### src/rtl/bb_reloc_pkg.sv
package bb_reloc_pkg;
  typedef enum logic {
    MODE_USER  = 1'b0,
    MODE_SUPER = 1'b1
  } priv_mode_e;

  typedef enum logic {
    SEL_BASE  = 1'b0,
    SEL_BOUND = 1'b1
  } reg_sel_e;
endpackage

### src/rtl/bb_reloc_regs.sv
module bb_reloc_regs
  import bb_reloc_pkg::*;
#(
  parameter int ADDR_W  = 16,
  parameter int PADDR_W = 20
) (
  input  logic               clk,
  input  logic               rst_n,
  input  logic               mode_we,
  input  logic               mode_wdata,
  input  logic               reg_we,
  input  logic               reg_sel,
  input  logic [PADDR_W-1:0] reg_wdata,
  output logic [PADDR_W-1:0] base_q,
  output logic [ADDR_W-1:0]  bound_q,
  output logic               mode_q,
  output logic               priv_fault_q
);
  logic wr_ok;
  assign wr_ok = reg_we && (mode_q == MODE_SUPER);

  always_ff @(posedge clk) begin
    if (!rst_n) begin
      base_q       <= '0;
      bound_q      <= '0;
      mode_q       <= MODE_SUPER;
      priv_fault_q <= 1'b0;
    end else begin
      if (wr_ok && reg_sel == SEL_BASE)  base_q  <= reg_wdata;
      if (wr_ok && reg_sel == SEL_BOUND) bound_q <= reg_wdata[ADDR_W-1:0];
      if (mode_we) mode_q <= mode_wdata;
      priv_fault_q <= reg_we && (mode_q == MODE_USER);
    end
  end

  // a write attempted in user mode leaves the registers alone and faults
  p_user_write_refused_r6: assert property (@(posedge clk) disable iff (!rst_n)
    (reg_we && mode_q == MODE_USER) |=> (priv_fault_q && $stable(base_q) && $stable(bound_q)));

  // a supervisor write to the base register lands one cycle later
  p_super_base_write_r5: assert property (@(posedge clk) disable iff (!rst_n)
    (reg_we && mode_q == MODE_SUPER && reg_sel == SEL_BASE) |=> (base_q == $past(reg_wdata)));

  // a mode load is visible in the next cycle
  p_mode_load_r4: assert property (@(posedge clk) disable iff (!rst_n)
    mode_we |=> (mode_q == $past(mode_wdata)));
endmodule

### src/rtl/bb_reloc_xlate.sv
module bb_reloc_xlate #(
  parameter int ADDR_W  = 16,
  parameter int PADDR_W = 20
) (
  input  logic [ADDR_W-1:0]  eff_addr,
  input  logic [PADDR_W-1:0] base,
  input  logic [ADDR_W-1:0]  bound,
  output logic [PADDR_W-1:0] phys_addr,
  output logic               in_range
);
  localparam int PAD_W = PADDR_W - ADDR_W;

  generate
    if (PAD_W > 0) begin : g_pad
      assign phys_addr = base + {{PAD_W{1'b0}}, eff_addr};
    end else begin : g_nopad
      assign phys_addr = base + eff_addr[PADDR_W-1:0];
    end
  endgenerate

  assign in_range = (eff_addr < bound);

  initial begin
    assert (PADDR_W >= ADDR_W) else $error("PADDR_W must not be narrower than ADDR_W");
  end
endmodule

### src/rtl/bb_reloc_outbuf.sv
module bb_reloc_outbuf #(
  parameter int PADDR_W = 20
) (
  input  logic               clk,
  input  logic               rst_n,
  input  logic               accept,
  input  logic               in_range,
  input  logic [PADDR_W-1:0] phys_addr,
  input  logic               mem_ready,
  output logic               mem_valid,
  output logic [PADDR_W-1:0] mem_paddr,
  output logic               bound_fault
);
  always_ff @(posedge clk) begin
    if (!rst_n) begin
      mem_valid   <= 1'b0;
      mem_paddr   <= '0;
      bound_fault <= 1'b0;
    end else begin
      bound_fault <= accept && !in_range;
      if (accept && in_range) begin
        mem_valid <= 1'b1;
        mem_paddr <= phys_addr;
      end else if (mem_ready) begin
        mem_valid <= 1'b0;
      end
    end
  end

  // a stalled beat is held unchanged
  p_hold_stable_r8: assert property (@(posedge clk) disable iff (!rst_n)
    (mem_valid && !mem_ready) |=> (mem_valid && $stable(mem_paddr)));

  // an out-of-range acceptance faults and creates no new beat
  p_fault_no_beat_r2: assert property (@(posedge clk) disable iff (!rst_n)
    (accept && !in_range) |=> (bound_fault && (mem_valid == $past(mem_valid && !mem_ready))));
endmodule

### src/rtl/bb_reloc.sv
module bb_reloc
  import bb_reloc_pkg::*;
#(
  parameter int ADDR_W  = 16,
  parameter int PADDR_W = 20
) (
  input  logic               clk,
  input  logic               rst_n,
  input  logic               mode_we,
  input  logic               mode_wdata,
  input  logic               reg_we,
  input  logic               reg_sel,
  input  logic [PADDR_W-1:0] reg_wdata,
  input  logic               req_valid,
  output logic               req_ready,
  input  logic [ADDR_W-1:0]  req_addr,
  output logic               mem_valid,
  input  logic               mem_ready,
  output logic [PADDR_W-1:0] mem_paddr,
  output logic               bound_fault,
  output logic               priv_fault,
  output logic               mode
);
  logic [PADDR_W-1:0] base_q;
  logic [ADDR_W-1:0]  bound_q;
  logic [PADDR_W-1:0] phys_addr;
  logic               in_range;
  logic               accept;

  assign req_ready = !mem_valid || mem_ready;
  assign accept    = req_valid && req_ready;

  bb_reloc_regs #(.ADDR_W(ADDR_W), .PADDR_W(PADDR_W)) regs_i (
    .clk(clk), .rst_n(rst_n),
    .mode_we(mode_we), .mode_wdata(mode_wdata),
    .reg_we(reg_we), .reg_sel(reg_sel), .reg_wdata(reg_wdata),
    .base_q(base_q), .bound_q(bound_q), .mode_q(mode), .priv_fault_q(priv_fault)
  );

  bb_reloc_xlate #(.ADDR_W(ADDR_W), .PADDR_W(PADDR_W)) xlate_i (
    .eff_addr(req_addr), .base(base_q), .bound(bound_q),
    .phys_addr(phys_addr), .in_range(in_range)
  );

  bb_reloc_outbuf #(.PADDR_W(PADDR_W)) outbuf_i (
    .clk(clk), .rst_n(rst_n),
    .accept(accept), .in_range(in_range), .phys_addr(phys_addr),
    .mem_ready(mem_ready),
    .mem_valid(mem_valid), .mem_paddr(mem_paddr), .bound_fault(bound_fault)
  );

  // an accepted in-range request becomes a beat carrying address plus base
  p_translate_r1: assert property (@(posedge clk) disable iff (!rst_n)
    (accept && (req_addr < bound_q)) |=>
      (mem_valid && mem_paddr == PADDR_W'($past(base_q) + PADDR_W'($past(req_addr)))));

  // faults are single-cycle pulses tied to an acceptance
  p_fault_pulse_r2: assert property (@(posedge clk) disable iff (!rst_n)
    bound_fault |-> $past(accept));
endmodule

### config.mk
export PLATFORM = sky130hd
export DESIGN_NAME = bb_reloc
export DESIGN_NICKNAME = d
export VERILOG_FILES = /design/src/rtl/bb_reloc_pkg.sv /design/src/rtl/bb_reloc_regs.sv /design/src/rtl/bb_reloc_xlate.sv /design/src/rtl/bb_reloc_outbuf.sv /design/src/rtl/bb_reloc.sv
export SDC_FILE = /design/constraint.sdc
export NUM_CORES = 1
export LEC_CHECK = 0
export ABC_AREA = 1
export BUFFER_PORTS_ARGS = -buffer_cell sky130_fd_sc_hd__buf_4
export CAP_MARGIN = 15
export CORE_MARGIN = 4
export CORE_UTILIZATION = 59
export DETAILED_ROUTE_END_ITERATION = 12
export GPL_ROUTABILITY_DRIVEN = 0
export PLACE_DENSITY = 0.84
export SLEW_MARGIN = 10
export SYNTH_ARGS = -nofsm -noshare
export SYNTH_HDL_FRONTEND = slang
export SYNTH_SLANG_ARGS = --single-unit
### constraint.sdc
create_clock -name clk -period 2.86 [get_ports clk]
set_input_delay 0.715 -clock clk [delete_from_list [all_inputs] [get_ports clk]]
set_output_delay 0.715 -clock clk [all_outputs]
set_load 0.1 [all_outputs]
Word-level counts from Yosys, hierarchy flattened
Cells that the tools add are included. Widths: inputs -> output; s select.

$lt $le $gt $ge: 1. Multiplexer cells: 2. Bitwise logic cells: 2. Add/sub/neg operators: 1. Reduce and logical (&&, ||, !) cells: 11.

Operator list (count): $add 20x16->20 (1); $lt 16x16->1 (1); $logic_and 1x1->1 (7); $logic_not 1->1 (2); $mux 1 (2); $not 1->1 (2); $reduce_bool 2->1 (1); $logic_or 1x1->1 (1).

Logic and storage cells: 24. Output and inout port bits: 25. Bits in registers: 60.

Depth between registers and ports, before layout
Depth in word-level cells: 5. Mapped depth: 14.

Hierarchy
A second synthesis with hierarchy kept.

Cells, all modules: 657. Area, all modules: 3947.5 um^2.

By module, submodules not included: bb_reloc_regs (area each 1526.5 um^2, cells each 237, times used 1); bb_reloc_xlate (area each 1511.4 um^2, cells each 282, times used 1); bb_reloc_outbuf (area each 889.6 um^2, cells each 134, times used 1); bb_reloc (area each 20.0 um^2, cells each 4, times used 1).

Least setup slack after synthesis
OpenSTA, ideal clock, no wires.

Path kind: reg-to-reg. Start: reg outbuf_i.mem_valid. End: reg outbuf_i.mem_valid. Period minus slack after synthesis: 2.831 ns. Path buffers: 1. Slack: 0.029 ns. Arrival: 2.676 ns. Stages on the path, launching flop included: 7. Cells stage by stage: dfxtp_1 -> nand2_1 -> nand2_1 -> clkinv_1 -> nand3_4 -> buf_4 -> a21oi_1.

Cells in the longest elaborated chain, start to end: 5.

RTL lines: from (decl) (line bb_reloc_outbuf.sv:10) `output logic mem_valid,`; from (signal assigned) (line bb_reloc_outbuf.sv:16) `mem_valid <= 1'b0;`; from (signal assigned) (line bb_reloc_outbuf.sv:22) `mem_valid <= 1'b1;`; from (signal assigned) (line bb_reloc_outbuf.sv:25) `mem_valid <= 1'b0;`; $logic_not 1->1 * (line bb_reloc.sv:30) `assign req_ready = !mem_valid || mem_ready;`; $logic_or 1x1->1 * (line bb_reloc.sv:30); named net req_ready (line bb_reloc.sv:15) `output logic req_ready,`; $logic_and 1x1->1 * (line bb_reloc.sv:31) `assign accept = req_valid && req_ready;`; $logic_and 1x1->1 * (line bb_reloc_outbuf.sv:21) `if (accept && in_range) begin`; $mux 1 or $reduce_bool 2->1 (tied branches).

Mark *: on every way through the listed nets, which the timed path passes. The rest lies on a longest branch. A chain may end at the register's enable or synchronous reset.

Final worst setup path
Start: in req_addr[0]. End: reg outbuf_i.mem_paddr[16].

Cells in the longest elaborated chain, start to end: 2.

RTL lines: from (decl) (line bb_reloc.sv:16) `input logic [ADDR_W-1:0] req_addr,`; $lt 16x16->1 (line bb_reloc_xlate.sv:21) `assign in_range = (eff_addr < bound);`; $logic_and 1x1->1 (line bb_reloc_outbuf.sv:21); to (signal assigned) (line bb_reloc_outbuf.sv:23) `mem_paddr <= phys_addr;`; to (decl) (line bb_reloc_outbuf.sv:11) `output logic [PADDR_W-1:0] mem_paddr,`.

Parallel ways exist; a longest one is shown, timed or not.

==> flow_metrics.tcl <==
set metrics [dict create \
    path_max_fanout 3 \
    layout.nets 716 \
    detailroute.wirelength.met3_um 459 \
    power.density_nw_per_um2 538 \
    yosys.area_share.simple 0.322 \
    insertion_delay_ns 0.35 \
    status "finished, final reports clean" \
    antenna_cells 0 \
    design.die.area_um2 7630 \
    final_common_cell "nand2_1" \
    hp-class "flip-flop to flip-flop" \
    fin_cells 718 \
    dr.first_iter.drc_count 168 \
    max_freq_mhz 473 \
    synthCells 575 \
    ir_drop_uv 412 \
    worstHoldStart "regs_i.bound_q[8]" \
    cts_setup_buffers 0 \
    synth_xor_area_frac 0.0141 \
    area_growth_pct 18.5 \
    yosys-mux-area-fraction 0 \
    drt_wl_total_um 8730 \
    synth_top_family_by_area "simple AND/OR/NAND/NOR gates" \
    total_leakage_power_uw 0.00237 \
    synth-seq-area-share 0.323 \
    initial_core_util 0.617 \
    synth_seq_cells 60 \
    cts_made_buffers 9 \
    h-tree-depth 3 \
    r2r-start "regs_i.bound_q[13]" \
    place_inst 704 \
    top_layer "met4" \
    worstMarginPinSlew_ns 0.866 \
    synth_top_area_share 0.323 \
    slew_violations 0 \
    synth_area_leaders "dfxtp_1 32%, nand2_1 16%, ha_1 10%, nor2_1 8.8%, inv_1 8.6%" \
    wl_per_cell_um 12.2 \
    drc 0 \
    rr_worst_depth 8 \
    fin_worst_skew_ns 0.0108 \
    wl_met1_um 3970 \
    clk_pin_slew_ns 0.07 \
    n_fill_cell 541 \
    grt_pass1_vias 3460 \
    ant_nets 0 \
    worst_ep_required_time_ns 3.10 \
    cts_root_buffer "clkbuf_8" \
    hpwlAfterDp_um 6670 \
    die_x_um 87.4 \
    syn-cell-area_um2 3720 \
    post_cts_resized 0 \
    slew_headroom 0.421 \
    synth_fp_nets 651 \
    tns_ns 0 \
    drive_gt1_frac 0.137 \
    yosys.cell_types.count 31 \
    fin_util 0.731 \
    whs_path_depth 2 \
    final.min_clock_period_ns 2.11 \
    fp.dieH_um 87.4 \
    synth_compound_gate_area_share 0.123 \
    holdPathEnd "regs_i.bound_q[8]" \
    rows 28 \
    met2_length_um 4200 \
    io_pins 69 \
    grt_pass1_wl_um 14800 \
    yosys.area_share.adder 0.110 \
    rrSetupSlack_ns 0.89 \
    drv_cap 0 \
    antenna_found_initial 0 \
    final_cell_mix "157 x nand2_1, 87 x nor2_1, 85 x inv_1" \
    period_share 0.739 \
    gr-total-overflow 0 \
    ys_warn_count 0 \
    vias 3702 \
    clockBufferDepth 2 \
    grt_start_max_net_pins 58 \
    avgSynthCellArea_um2 6.46 \
    synth_largest_area_cell "dfxtp_1" \
    grt_use_total 0.241 \
    critPathCaptureType "flip-flop" \
    critPathKind "primary input to flip-flop" \
    port_buffers 68 \
    coreArea_um2 6030 \
    startpoint_type "primary input" \
    finalHoldViolations 0 \
    via_per_inst 5.16 \
    hold_buffers 0 \
    arrival_ns 2.35 \
    first_pass_iters 5 \
    reg2reg_to "outbuf_i.mem_paddr[11]" \
    cts_tree "built" \
    rsz0062_at_grt "no" \
    cts_sinks 60 \
    setup_violations 0 \
    fin_hold_ws_ns 0.461 \
]
## worst max-delay path, cell delays in order
cell,delay (ns)
buf_4,0.12
ha_1,0.23
fa_1,0.43
nand2_1,0.08
nand3_1,0.11
nand3_1,0.13
nand2_1,0.08
nand3b_1,0.11
nand2_1,0.06
nand2_1,0.06
nand2_1,0.06
nor2_1,0.09
nor2_1,0.06
## final cells by class
cell class / instances / area, µm² / area share
well taps: 75 / 93.8 / 0.0213
clock buffers: 11 / 141 / 0.0321
repair buffers: 69 / 518 / 0.118
multi-input cells: 414 / 2110 / 0.480
inverters: 86 / 323 / 0.0733
clock inverters: 3 / 15.0 / 0.00341
flip-flops and latches: 60 / 1200 / 0.273
## power by group
group	internal [µW]	switching, µW	total [µW]
Combinational	235	563	798
Sequential	904	32.6	937
Clock	323	315	638
## layer usage
layer | vias to the layer above | track usage
met5 | - | 0
met2 | 97 | 0.413
li1 | 1937 | -
met3 | 12 | 0.0435
met4 | 0 | 0.0767
met1 | 1656 | 0.305
## registers in the layout, summed over array words and instances (netlist names)
signal	cells
outbuf_i.bound_fault	1
outbuf_i.mem_paddr	20
outbuf_i.mem_valid	1
regs_i.base_q	20
regs_i.bound_q	16
regs_i.mode_q	1
regs_i.priv_fault_q	1
## cells in the mapped netlist
| cell type | instances |
|---|---|
| nand3_1 | 21 |
| buf_4 | 1 |
| inv_1 | 85 |
| buf_6 | 1 |
| nand2_1 | 157 |
| a21oi_1 | 42 |
| fa_1 | 1 |
| clkbuf_1 | 11 |
| ha_1 | 31 |
| xnor2_1 | 1 |
| and2_1 | 2 |
| o21ai_1 | 1 |
| nor2_1 | 87 |
| buf_8 | 1 |
| nor3_2 | 1 |
| buf_1 | 1 |
| nand3_4 | 1 |
| a21boi_0 | 1 |
| o21ai_0 | 39 |
| o21ai_2 | 1 |
| a21oi_2 | 1 |
| xor2_1 | 5 |
| nor3_1 | 1 |
| nand4_1 | 10 |
| a211oi_1 | 1 |
| nand2_4 | 1 |
| dfxtp_1 | 60 |
| clkinv_1 | 1 |
| nor2_4 | 1 |
| nand3b_1 | 6 |
| o21bai_1 | 2 |
## worst max path at each step
stage,start,to,slack (ns),cells after the start
6_report,req_addr[0],outbuf_i.mem_paddr[16],0.75,13
3_5_place_dp,req_addr[0],outbuf_i.mem_paddr[16],0.41,13
3_3_place_gp,req_addr[0],outbuf_i.mem_paddr[16],0.47,13
4_1_cts,req_addr[13],outbuf_i.mem_paddr[11],0.75,8
5_1_grt,req_addr[0],outbuf_i.mem_paddr[16],0.57,13
2_1_floorplan,outbuf_i.mem_valid,outbuf_i.mem_valid,0.03,6
## cell families (layout without fill, tap and decap cells)
family,count (synthesis),count (layout)
simple gates,288,288
compound gates,88,88
flops,60,60
fa+ha+maj,32,32
buf+inv,101,169
xor+xnor,6,6
## metrics by stage
| stage | setup WS [ns] | cell area [µm²] | power (µW) |
|---|---|---|---|
| detailed placement | 0.409 | 4250 | 1740 |
| finish | 0.747 | 4410 | 2370 |
| global route | 0.573 | 4410 | 2510 |
| floorplan | 0.0285 | 3720 | 1560 |
| global placement | 0.468 | 4250 | 1730 |
| CTS | 0.749 | 4410 | 2380 |
(Power assumes the default switching activity.)
